[src/rtl/burst_pkg.sv]
package burst_pkg;
  typedef enum logic [1:0] {
    WIN_FLAT  = 2'd0,
    WIN_HANN  = 2'd1,
    WIN_HAMM  = 2'd2,
    WIN_BLACK = 2'd3
  } win_shape_e;

  typedef enum logic [1:0] {
    ST_IDLE = 2'd0,
    ST_DIV  = 2'd1,
    ST_RUN  = 2'd2
  } burst_st_e;

  localparam real TWO_PI = 6.283185307179586;
endpackage

[src/rtl/burst_div.sv]
// Restoring divider, one quotient bit per clock. Yields the envelope step.
module burst_div #(
  parameter int NUM_W = 32,
  parameter int DEN_W = 8
) (
  input  logic             clk,
  input  logic             rst_n,
  input  logic             go,
  input  logic [NUM_W-1:0] num,
  input  logic [DEN_W-1:0] den,
  output logic [NUM_W-1:0] quo,
  output logic             done
);
  localparam int CW = $clog2(NUM_W + 1);

  logic [NUM_W-1:0] q_q, q_d;
  logic [DEN_W-1:0] r_q, r_d;
  logic [CW-1:0]    cnt_q, cnt_d;
  logic             done_q, done_d;
  logic [DEN_W:0]   trial;
  logic [DEN_W-1:0] den_q, den_d;

  always_comb begin
    q_d    = q_q;
    r_d    = r_q;
    cnt_d  = cnt_q;
    den_d  = den_q;
    done_d = 1'b0;
    trial  = {r_q, q_q[NUM_W-1]};
    if (go) begin
      q_d   = num;
      r_d   = '0;
      den_d = den;
      cnt_d = CW'(NUM_W);
    end else if (cnt_q != '0) begin
      if (trial >= {1'b0, den_q}) begin
        r_d = DEN_W'(trial - {1'b0, den_q});
        q_d = {q_q[NUM_W-2:0], 1'b1};
      end else begin
        r_d = trial[DEN_W-1:0];
        q_d = {q_q[NUM_W-2:0], 1'b0};
      end
      cnt_d  = cnt_q - 1'b1;
      done_d = (cnt_q == CW'(1));
    end
  end

  always_ff @(posedge clk or negedge rst_n) begin
    if (!rst_n) begin
      q_q    <= '0;
      r_q    <= '0;
      cnt_q  <= '0;
      den_q  <= '0;
      done_q <= 1'b0;
    end else begin
      q_q    <= q_d;
      r_q    <= r_d;
      cnt_q  <= cnt_d;
      den_q  <= den_d;
      done_q <= done_d;
    end
  end

  assign quo  = q_q;
  assign done = done_q;
endmodule

[src/rtl/burst_rom.sv]
// Sine and envelope tables, filled at elaboration from closed-form formulas.
module burst_rom #(
  parameter int SIN_AW = 8,
  parameter int WIN_AW = 6,
  parameter int SMP_W  = 16
) (
  input  logic [SIN_AW-1:0]       sin_idx,
  input  logic [WIN_AW-1:0]       win_idx,
  input  logic [1:0]              shape,
  output logic signed [SMP_W-1:0] sin_val,
  output logic [SMP_W-1:0]        win_val
);
  import burst_pkg::*;

  localparam int  SIN_N = 1 << SIN_AW;
  localparam int  WIN_N = 1 << WIN_AW;
  localparam real FS    = real'((1 << (SMP_W - 1)) - 1);

  logic signed [SMP_W-1:0] sin_tab [SIN_N];
  logic [SMP_W-1:0]        win_tab [4][WIN_N];

  for (genvar i = 0; i < SIN_N; i++) begin : g_sin
    localparam int V = $rtoi($floor(FS * $sin(TWO_PI * real'(i) / real'(SIN_N)) + 0.5));
    assign sin_tab[i] = SMP_W'(V);
  end

  for (genvar s = 0; s < 4; s++) begin : g_shape
    localparam real A0 = (s == 0) ? 1.0 : (s == 1) ? 0.5 : (s == 2) ? 0.54 : 0.42;
    localparam real A1 = (s == 0) ? 0.0 : (s == 1) ? 0.5 : (s == 2) ? 0.46 : 0.5;
    localparam real A2 = (s == 3) ? 0.08 : 0.0;
    for (genvar j = 0; j < WIN_N; j++) begin : g_pt
      localparam real C1 = $cos(TWO_PI * real'(j) / real'(WIN_N));
      localparam real C2 = $cos(2.0 * TWO_PI * real'(j) / real'(WIN_N));
      localparam int  V  = $rtoi($floor(FS * (A0 - A1 * C1 + A2 * C2) + 0.5));
      assign win_tab[s][j] = SMP_W'(V);
    end
  end

  assign sin_val = sin_tab[sin_idx];
  assign win_val = win_tab[shape][win_idx];
endmodule

[src/rtl/burst_synth.sv]
module burst_synth #(
  parameter int PHASE_W = 32,
  parameter int CNT_W   = 8,
  parameter int PCT_W   = 8,
  parameter int SIN_AW  = 8,
  parameter int WIN_AW  = 6,
  parameter int SMP_W   = 16,
  parameter int OUT_W   = 12
) (
  input  logic                    clk,
  input  logic                    rst_n,
  input  logic                    start,
  input  logic [PHASE_W-1:0]      phase_inc,
  input  logic [CNT_W-1:0]        periods,
  input  logic [PCT_W-1:0]        amp_pct,
  input  logic [1:0]              shape,
  output logic                    busy,
  output logic                    dac_valid,
  output logic signed [OUT_W-1:0] dac_data
);
  import burst_pkg::*;

  localparam int GAIN_W = SMP_W + 1;
  localparam int FULL_GAIN = 1 << (SMP_W - 1);
  localparam int PS_W   = PCT_W + SMP_W - 1;
  localparam int PROD_W = 3 * SMP_W + 2;
  localparam int SHIFT  = 2 * (SMP_W - 1) + (SMP_W - OUT_W);
  localparam logic signed [PROD_W-1:0] HALF = PROD_W'(1) <<< (SHIFT - 1);
  localparam logic signed [PROD_W-1:0] MAXV = PROD_W'((1 << (OUT_W - 1)) - 1);
  localparam logic signed [PROD_W-1:0] MINV = -MAXV - PROD_W'(1);

  // reset: asserted asynchronously, released on the clock
  logic [1:0] rsync_q;
  logic       rst_int_n;
  always_ff @(posedge clk or negedge rst_n) begin
    if (!rst_n) rsync_q <= '0;
    else        rsync_q <= {rsync_q[0], 1'b1};
  end
  assign rst_int_n = rsync_q[1];

  burst_st_e          st_q, st_d;
  logic [PHASE_W-1:0] inc_q, inc_d, phase_q, phase_d, win_q, win_d, winc_q, winc_d;
  logic [CNT_W-1:0]   per_q, per_d, wraps_q, wraps_d, eff_per;
  logic [GAIN_W-1:0]  gain_q, gain_d, gain_calc;
  logic [1:0]         shape_q, shape_d;
  logic               wrap_c, go, cfg_ld;
  logic [PS_W-1:0]    pct_scaled;
  logic [PHASE_W-1:0] div_quo;
  logic               div_done;

  assign go      = start & ~busy;
  assign cfg_ld  = go & (st_q == ST_IDLE);
  assign eff_per = (periods == '0) ? CNT_W'(1) : periods;
  assign pct_scaled = {amp_pct, {(SMP_W-1){1'b0}}};
  assign gain_calc  = (amp_pct >= PCT_W'(100)) ? GAIN_W'(FULL_GAIN)
                                               : GAIN_W'(pct_scaled / PS_W'(100));

  burst_div #(.NUM_W(PHASE_W), .DEN_W(CNT_W)) u_div (
    .clk(clk), .rst_n(rst_int_n), .go(cfg_ld), .num(phase_inc), .den(eff_per),
    .quo(div_quo), .done(div_done)
  );

  // next-state logic
  always_comb begin
    st_d = st_q;   inc_d = inc_q;     per_d = per_q;     gain_d = gain_q;
    shape_d = shape_q; phase_d = phase_q; win_d = win_q; winc_d = winc_q;
    wraps_d = wraps_q; wrap_c = 1'b0;
    unique case (st_q)
      ST_IDLE: if (cfg_ld) begin
        inc_d = phase_inc; per_d = eff_per; gain_d = gain_calc; shape_d = shape;
        st_d  = ST_DIV;
      end
      ST_DIV: if (div_done) begin
        winc_d = div_quo; phase_d = '0; win_d = '0; wraps_d = '0;
        st_d   = ST_RUN;
      end
      ST_RUN: begin
        {wrap_c, phase_d} = {1'b0, phase_q} + {1'b0, inc_q};
        win_d = win_q + winc_q;
        if (wrap_c) begin
          wraps_d = wraps_q + 1'b1;
          if (wraps_d == per_q) st_d = ST_IDLE;
        end
      end
      default: st_d = ST_IDLE;
    endcase
  end

  always_ff @(posedge clk or negedge rst_int_n) begin
    if (!rst_int_n) begin
      st_q <= ST_IDLE; inc_q <= '0; per_q <= '0; gain_q <= '0; shape_q <= '0;
      phase_q <= '0; win_q <= '0; winc_q <= '0; wraps_q <= '0;
    end else begin
      st_q <= st_d; inc_q <= inc_d; per_q <= per_d; gain_q <= gain_d; shape_q <= shape_d;
      phase_q <= phase_d; win_q <= win_d; winc_q <= winc_d; wraps_q <= wraps_d;
    end
  end

  // datapath: sine x envelope x gain, rounded and limited
  logic signed [SMP_W-1:0]  sin_val;
  logic [SMP_W-1:0]         win_val;
  logic signed [PROD_W-1:0] sx, wx, gx, prod, scaled;
  logic signed [OUT_W-1:0]  data_d, data_q;
  logic                     vld_d, vld_q;

  burst_rom #(.SIN_AW(SIN_AW), .WIN_AW(WIN_AW), .SMP_W(SMP_W)) u_rom (
    .sin_idx(phase_q[PHASE_W-1 -: SIN_AW]), .win_idx(win_q[PHASE_W-1 -: WIN_AW]),
    .shape(shape_q), .sin_val(sin_val), .win_val(win_val)
  );

  always_comb begin
    sx     = {{(PROD_W-SMP_W){sin_val[SMP_W-1]}}, sin_val};
    wx     = {{(PROD_W-SMP_W){1'b0}}, win_val};
    gx     = {{(PROD_W-GAIN_W){1'b0}}, gain_q};
    prod   = sx * wx * gx;
    scaled = (prod + HALF) >>> SHIFT;
    vld_d  = (st_q == ST_RUN);
    if (!vld_d)             data_d = '0;
    else if (scaled > MAXV) data_d = OUT_W'(MAXV);
    else if (scaled < MINV) data_d = OUT_W'(MINV);
    else                    data_d = OUT_W'(scaled);
  end

  always_ff @(posedge clk or negedge rst_int_n) begin
    if (!rst_int_n) begin
      vld_q  <= 1'b0;
      data_q <= '0;
    end else begin
      vld_q  <= vld_d;
      data_q <= data_d;
    end
  end

  assign busy      = (st_q != ST_IDLE) | vld_q;
  assign dac_valid = vld_q;
  assign dac_data  = data_q;
endmodule

[config.mk]
export PLATFORM = sky130hd
export DESIGN_NAME = burst_synth
export DESIGN_NICKNAME = d
export VERILOG_FILES = /design/src/rtl/burst_pkg.sv /design/src/rtl/burst_div.sv /design/src/rtl/burst_rom.sv /design/src/rtl/burst_synth.sv
export SDC_FILE = /design/constraint.sdc
export NUM_CORES = 2
export LEC_CHECK = 0
export ABC_AREA = 1
export BUFFER_PORTS_ARGS = -buffer_cell sky130_fd_sc_hd__buf_2
export CAP_MARGIN = 20
export CORE_MARGIN = 5
export CORE_UTILIZATION = 61
export DETAILED_ROUTE_END_ITERATION = 7
export PLACE_DENSITY = 0.84
export SLEW_MARGIN = 15
export SYNTH_ARGS = -nofsm -noshare
export SYNTH_HDL_FRONTEND = slang
export SYNTH_SLANG_ARGS = --single-unit
[constraint.sdc]
create_clock -name clk -period 6.36 [get_ports clk]
set_input_delay 0 -clock clk [delete_from_list [all_inputs] [get_ports clk]]
set_output_delay 0 -clock clk [all_outputs]
set_load 0.02 [all_outputs]
==> impl_metrics.ini, run 1 <==
[placed_design]
port-buffer-count = 66
hpwl_um = 164000
place_area_um2 = 61000
routabilityCongestion = 1.16

[clock_network]
cts-htree-levels = 1
clockRootBuffer = clkbuf_16
cts_num_sinks = 227
cts_buffer_depth = 3
cts-buffers-inserted = 24

[floorplan]
die_width_um = 293
die_h_um = 293
rows = 103
start_util_pct = 61.7
io_pins = 67

[outcome]
failing_step = global routing
first-error = [ERROR GRT-0232] Routing congestion too high. Check the congestion heatmap in the GUI.
status = aborted with a tool error

[logic_synthesis]
synth_seq_cells = 227
synth_warnings = 0
syn_inst = 6709
yosys-top-cells-area = fa_1 29%, dfrtp_1 12%, nand2_1 12%
synth_top_area_share_pct = 29.2
yosysSeqAreaShare_pct = 11.6
synth.avg_cell_area_um2 = 7.29
async_flop_share_pct = 100
synthesis.nets = 7855
synthFlopType = dfrtp_1
yosys.area.top_type = fa_1
synth-edff-count = 0
synthDistinctLibCells = 66
netlist_area_um2 = 48900

[global_route]
grt_overflow_total = 1372
grt_max_degree = 148
grt_usage_pct = 87.6
layer usage:
metal | overflow | track usage, %
met1 | 104 | 85.7
met2 | 687 | 98.3
met5 | 22 | 57.6
met3 | 132 | 79.7
met4 | 427 | 88.9
metrics by stage:
step           worst slack [ns]  std cells  setup TNS, ns  utilization [%]
2_1_floorplan             -6.95       6709         -93.74                -
3_3_place_gp              -8.26       8862        -111.51             77.0
3_5_place_dp              -9.07       8862        -126.43             77.0
4_1_cts                   -8.05       9100        -103.67             82.8
synthesized netlist by cell type, drive strengths merged, types with 3 or more instances:
master,instances
a31oi,40
a21oi,246
and2,3
nand3b,7
o211ai,47
nand2,1576
a22oi,4
o311ai,21
nor3,48
clkinv,24
or2,29
o32ai,9
a311o,3
nand4,63
o2111ai,19
o22ai,32
inv,1372
o31ai,40
o221ai,53
o41ai,4
o21a,10
a2111oi,3
a21o,3
xor2,50
nor4,9
a311oi,4
o21bai,10
o21ai,336
a41oi,3
buf,27
a221oi,15
fa,713
nor2,704
xnor2,22
clkbuf,218
a22o,3
a211oi,20
dfrtp,227
a32o,6
ha,380
nand3,295
kinds of logic after synthesis:
kind of cell	after synthesis	synth area share [%]
simple gates	2736	23.7
buf+inv	1641	12.7
fa+ha+maj	1093	38.9
compound gates	939	11.8
flops	227	11.6
xor+xnor	72	1.29
other cells	1	0.00767
what timing repair did:
item                       4_1_cts
hold buffers                    44
gates resized for setup        572
pin swaps                      273
hold endpoints to repair        76
gates cloned                     7
setup buffers                  151
setup endpoints to repair       28
==> inputs of run 2 (changes only) <==
Settings changed: CORE_UTILIZATION 61 to 40, PLACE_DENSITY 0.84 to not set, PLACE_DENSITY_LB_ADDON set to 0.15.
Clock period 6.36 ns to 8.3 ns, I/O delays scaled along.
==> run 2 against run 1 <==
The flow now finishes, with violations (setup timing). Synthesized cell count is the same. Area after synthesis did not move.
==> impl_metrics.ini, run 2 <==
[sta]
hold_viol_final = 0
rsz0062_at_grt = true
whs_ns = 0.0384
max_freq_ghz = 0.0684
fin_crit_ns = 14.62
period_share_pct = 176
finClkSkew_ns = 0.0230
setup_viol_count_final = 14
slew_headroom_pct = 31.1
worst_slew_pin_slew_ns = 1.03
layout_setup_ws_ns = -6.32
maxSlewViolCount = 0
setup_tns_ns = -76.25

[routing]
dr_total_vias = 50700
wire_per_inst_um = 20.4
avgViaCountPerCell = 5.21
drtIter0Drc = 3845
postRouteAntennaNets = 0
drc = 0
wl_um = 199000
first_pass_iters = 6

[floorplan]
start_util_pct = 40.2
io_pins = 67
die-area_um2 = 129000
die_h_um = 360
rows = 128
coreArea_um2 = 122000
die_width_um = 360

[worst_setup_path]
start_kind = register
cp_num_buf_inv = 33
cp.required_ns = 8.80
max_stage_delay_ns = 0.58
critPathArrivalTime_ns = 15.11
cp-end-kind = register
cpLargestDelayFamily = adder cells
cp_slowest_cell = fa_1
crit_path_frequent_cell = buf_4
path_class = register to register
crit_fanout = 7

[global_route]
met1_usage_pct = 43.1
antenna_found_initial = 0
busiest_layer = met2
grt_pass1_wl_um = 307000
grt_overflow_total = 0
grt_usage_pct = 30.3
grt_pass1_vias = 51900
grt_max_degree = 159
met2_usage_pct = 47.5
use_met3_pct = 4.96

[placed_design]
dp.cells = 9481
place_ws_ns = -6.75
hpwl_um = 165000
port-buffer-count = 66
routabilityCongestion = 1.03

[final_layout]
layout.nets = 9247
layout-drive-gt1-share_pct = 29.6
layout_common_cells = 1389 x buf_4, 1345 x nand2_1, 1271 x inv_1, 699 x fa_1, 549 x nor2_1
diodes = 0
syn_to_final_growth_pct = 37.2
layout_commonest_cell = buf_4
fin_cells = 9743

[logic_synthesis]
synth_warnings = 0
yosysSeqAreaShare_pct = 11.6
yosys-top-cells-area = fa_1 29%, dfrtp_1 12%, nand2_1 12%
yosysMostFrequentCell = nand2_1
syn_inst = 6709
synth.avg_cell_area_um2 = 7.29
synthesis.nets = 7855
synthFlopType = dfrtp_1
synthDistinctLibCells = 66
async_flop_share_pct = 100
netlist_area_um2 = 48900
synth_top_area_share_pct = 29.2
synth-edff-count = 0
yosys.area.top_type = fa_1
synth_seq_cells = 227
yosys-top-cells-count = 1510 x nand2_1, 1353 x inv_1, 713 x fa_1, 669 x nor2_1, 380 x ha_1

[clock_network]
cts-buffers-inserted = 26
clk_latency_ns = 0.59
cts_num_sinks = 227
clockRootBuffer = clkbuf_16
cts_tree = done
cts-htree-levels = 1
cts_buffer_depth = 3
clkTransAtPathRegs_ns = 0.06

[worst_hold_path]
min_path_type = input pin to register

[outcome]
violations = setup timing
status = finished, violations left

[run]
maxCapViolCount = 0
==> run 2: cell counts after synthesis <==
No cell type changed its count.
==> run 2: metrics by stage <==
stage / area, um^2 / utilization, %
finish: 67100 / 55.2
global route: 67100 / 55.2
CTS: 65200 / 53.6
detailed placement: 62000 / 50.9
global placement: 62000 / 50.9
floorplan: 50200 / -
==> run 2: layout make-up <==
cell class,instances,area (um^2)
Multi-Input combinational cell,4844,40200
Clock buffer,36,738
Fill cell,11800,54600
Inverter,1396,5370
Clock inverter,9,136
Tap cell,1625,2030
Sequential cell,227,5690
Timing Repair Buffer,1606,13000
==> run 2: per-layer routing <==
| metal | share of wire (%) | vias up |
|---|---|---|
| met2 | 44 | 1858 |
| met3 | 8.1 | 385 |
| met5 | 0 | - |
| li1 | - | 23800 |
| met4 | 3.9 | 0 |
| met1 | 44 | 24700 |
==> run 2: logic make-up (layout without fill, tap and decap cells) <==
| logic type | count (synthesis) | after routing | share of synthesized area (%) |
|---|---|---|---|
| compound gates | 939 | 939 | 11.8 |
| xor+xnor | 72 | 72 | 1.29 |
| fa+ha+maj | 1093 | 1093 | 38.9 |
| buf+inv | 1641 | 3047 | 12.7 |
| flops | 227 | 227 | 11.6 |
| other cells | 1 | 1 | 0.00767 |
| simple gates | 2736 | 2739 | 23.7 |
==> run 2: what timing repair did <==
action / 4_1_cts / 5_1_grt
cloned: 2 / 3
endpoints found under the hold margin: 76 / 0
buffers inserted: 100 / 71
pin swaps: 155 / 257
endpoints found under the setup margin: 15 / 16
resized for setup: 336 / 359
hold buffers: 45 / 0
==> run 2: final timing paths <==
kind / startpoint / to / slack (ns) / cells after the start
worst min register to register: rsync_q[0] / rsync_q[1] / 0.36 / 0
min in group asynchronous: rst_n / rsync_q[1] / 0.27 / 3
worst min-delay path: amp_pct[7] / gain_q[0] / 0.04 / 6
max in group asynchronous: rsync_q[1] / win_q[27] / 6.32 / 1
worst max-delay path: phase_q[25] / dac_data[5] / -6.32 / 70
worst max register to register: phase_q[25] / dac_data[5] / -6.32 / 70
==> run 2: tightest hold or removal path: cells and delay by family <==
family / cells / cell delay, ns
buffers and inverters: 3 / 0.40
and+or+nand+nor: 3 / 0.17
Power of run 2 is left out: the tool's default activity adds up to more than one toggle a clock period on the data nets, which glitch-free logic cannot reach.
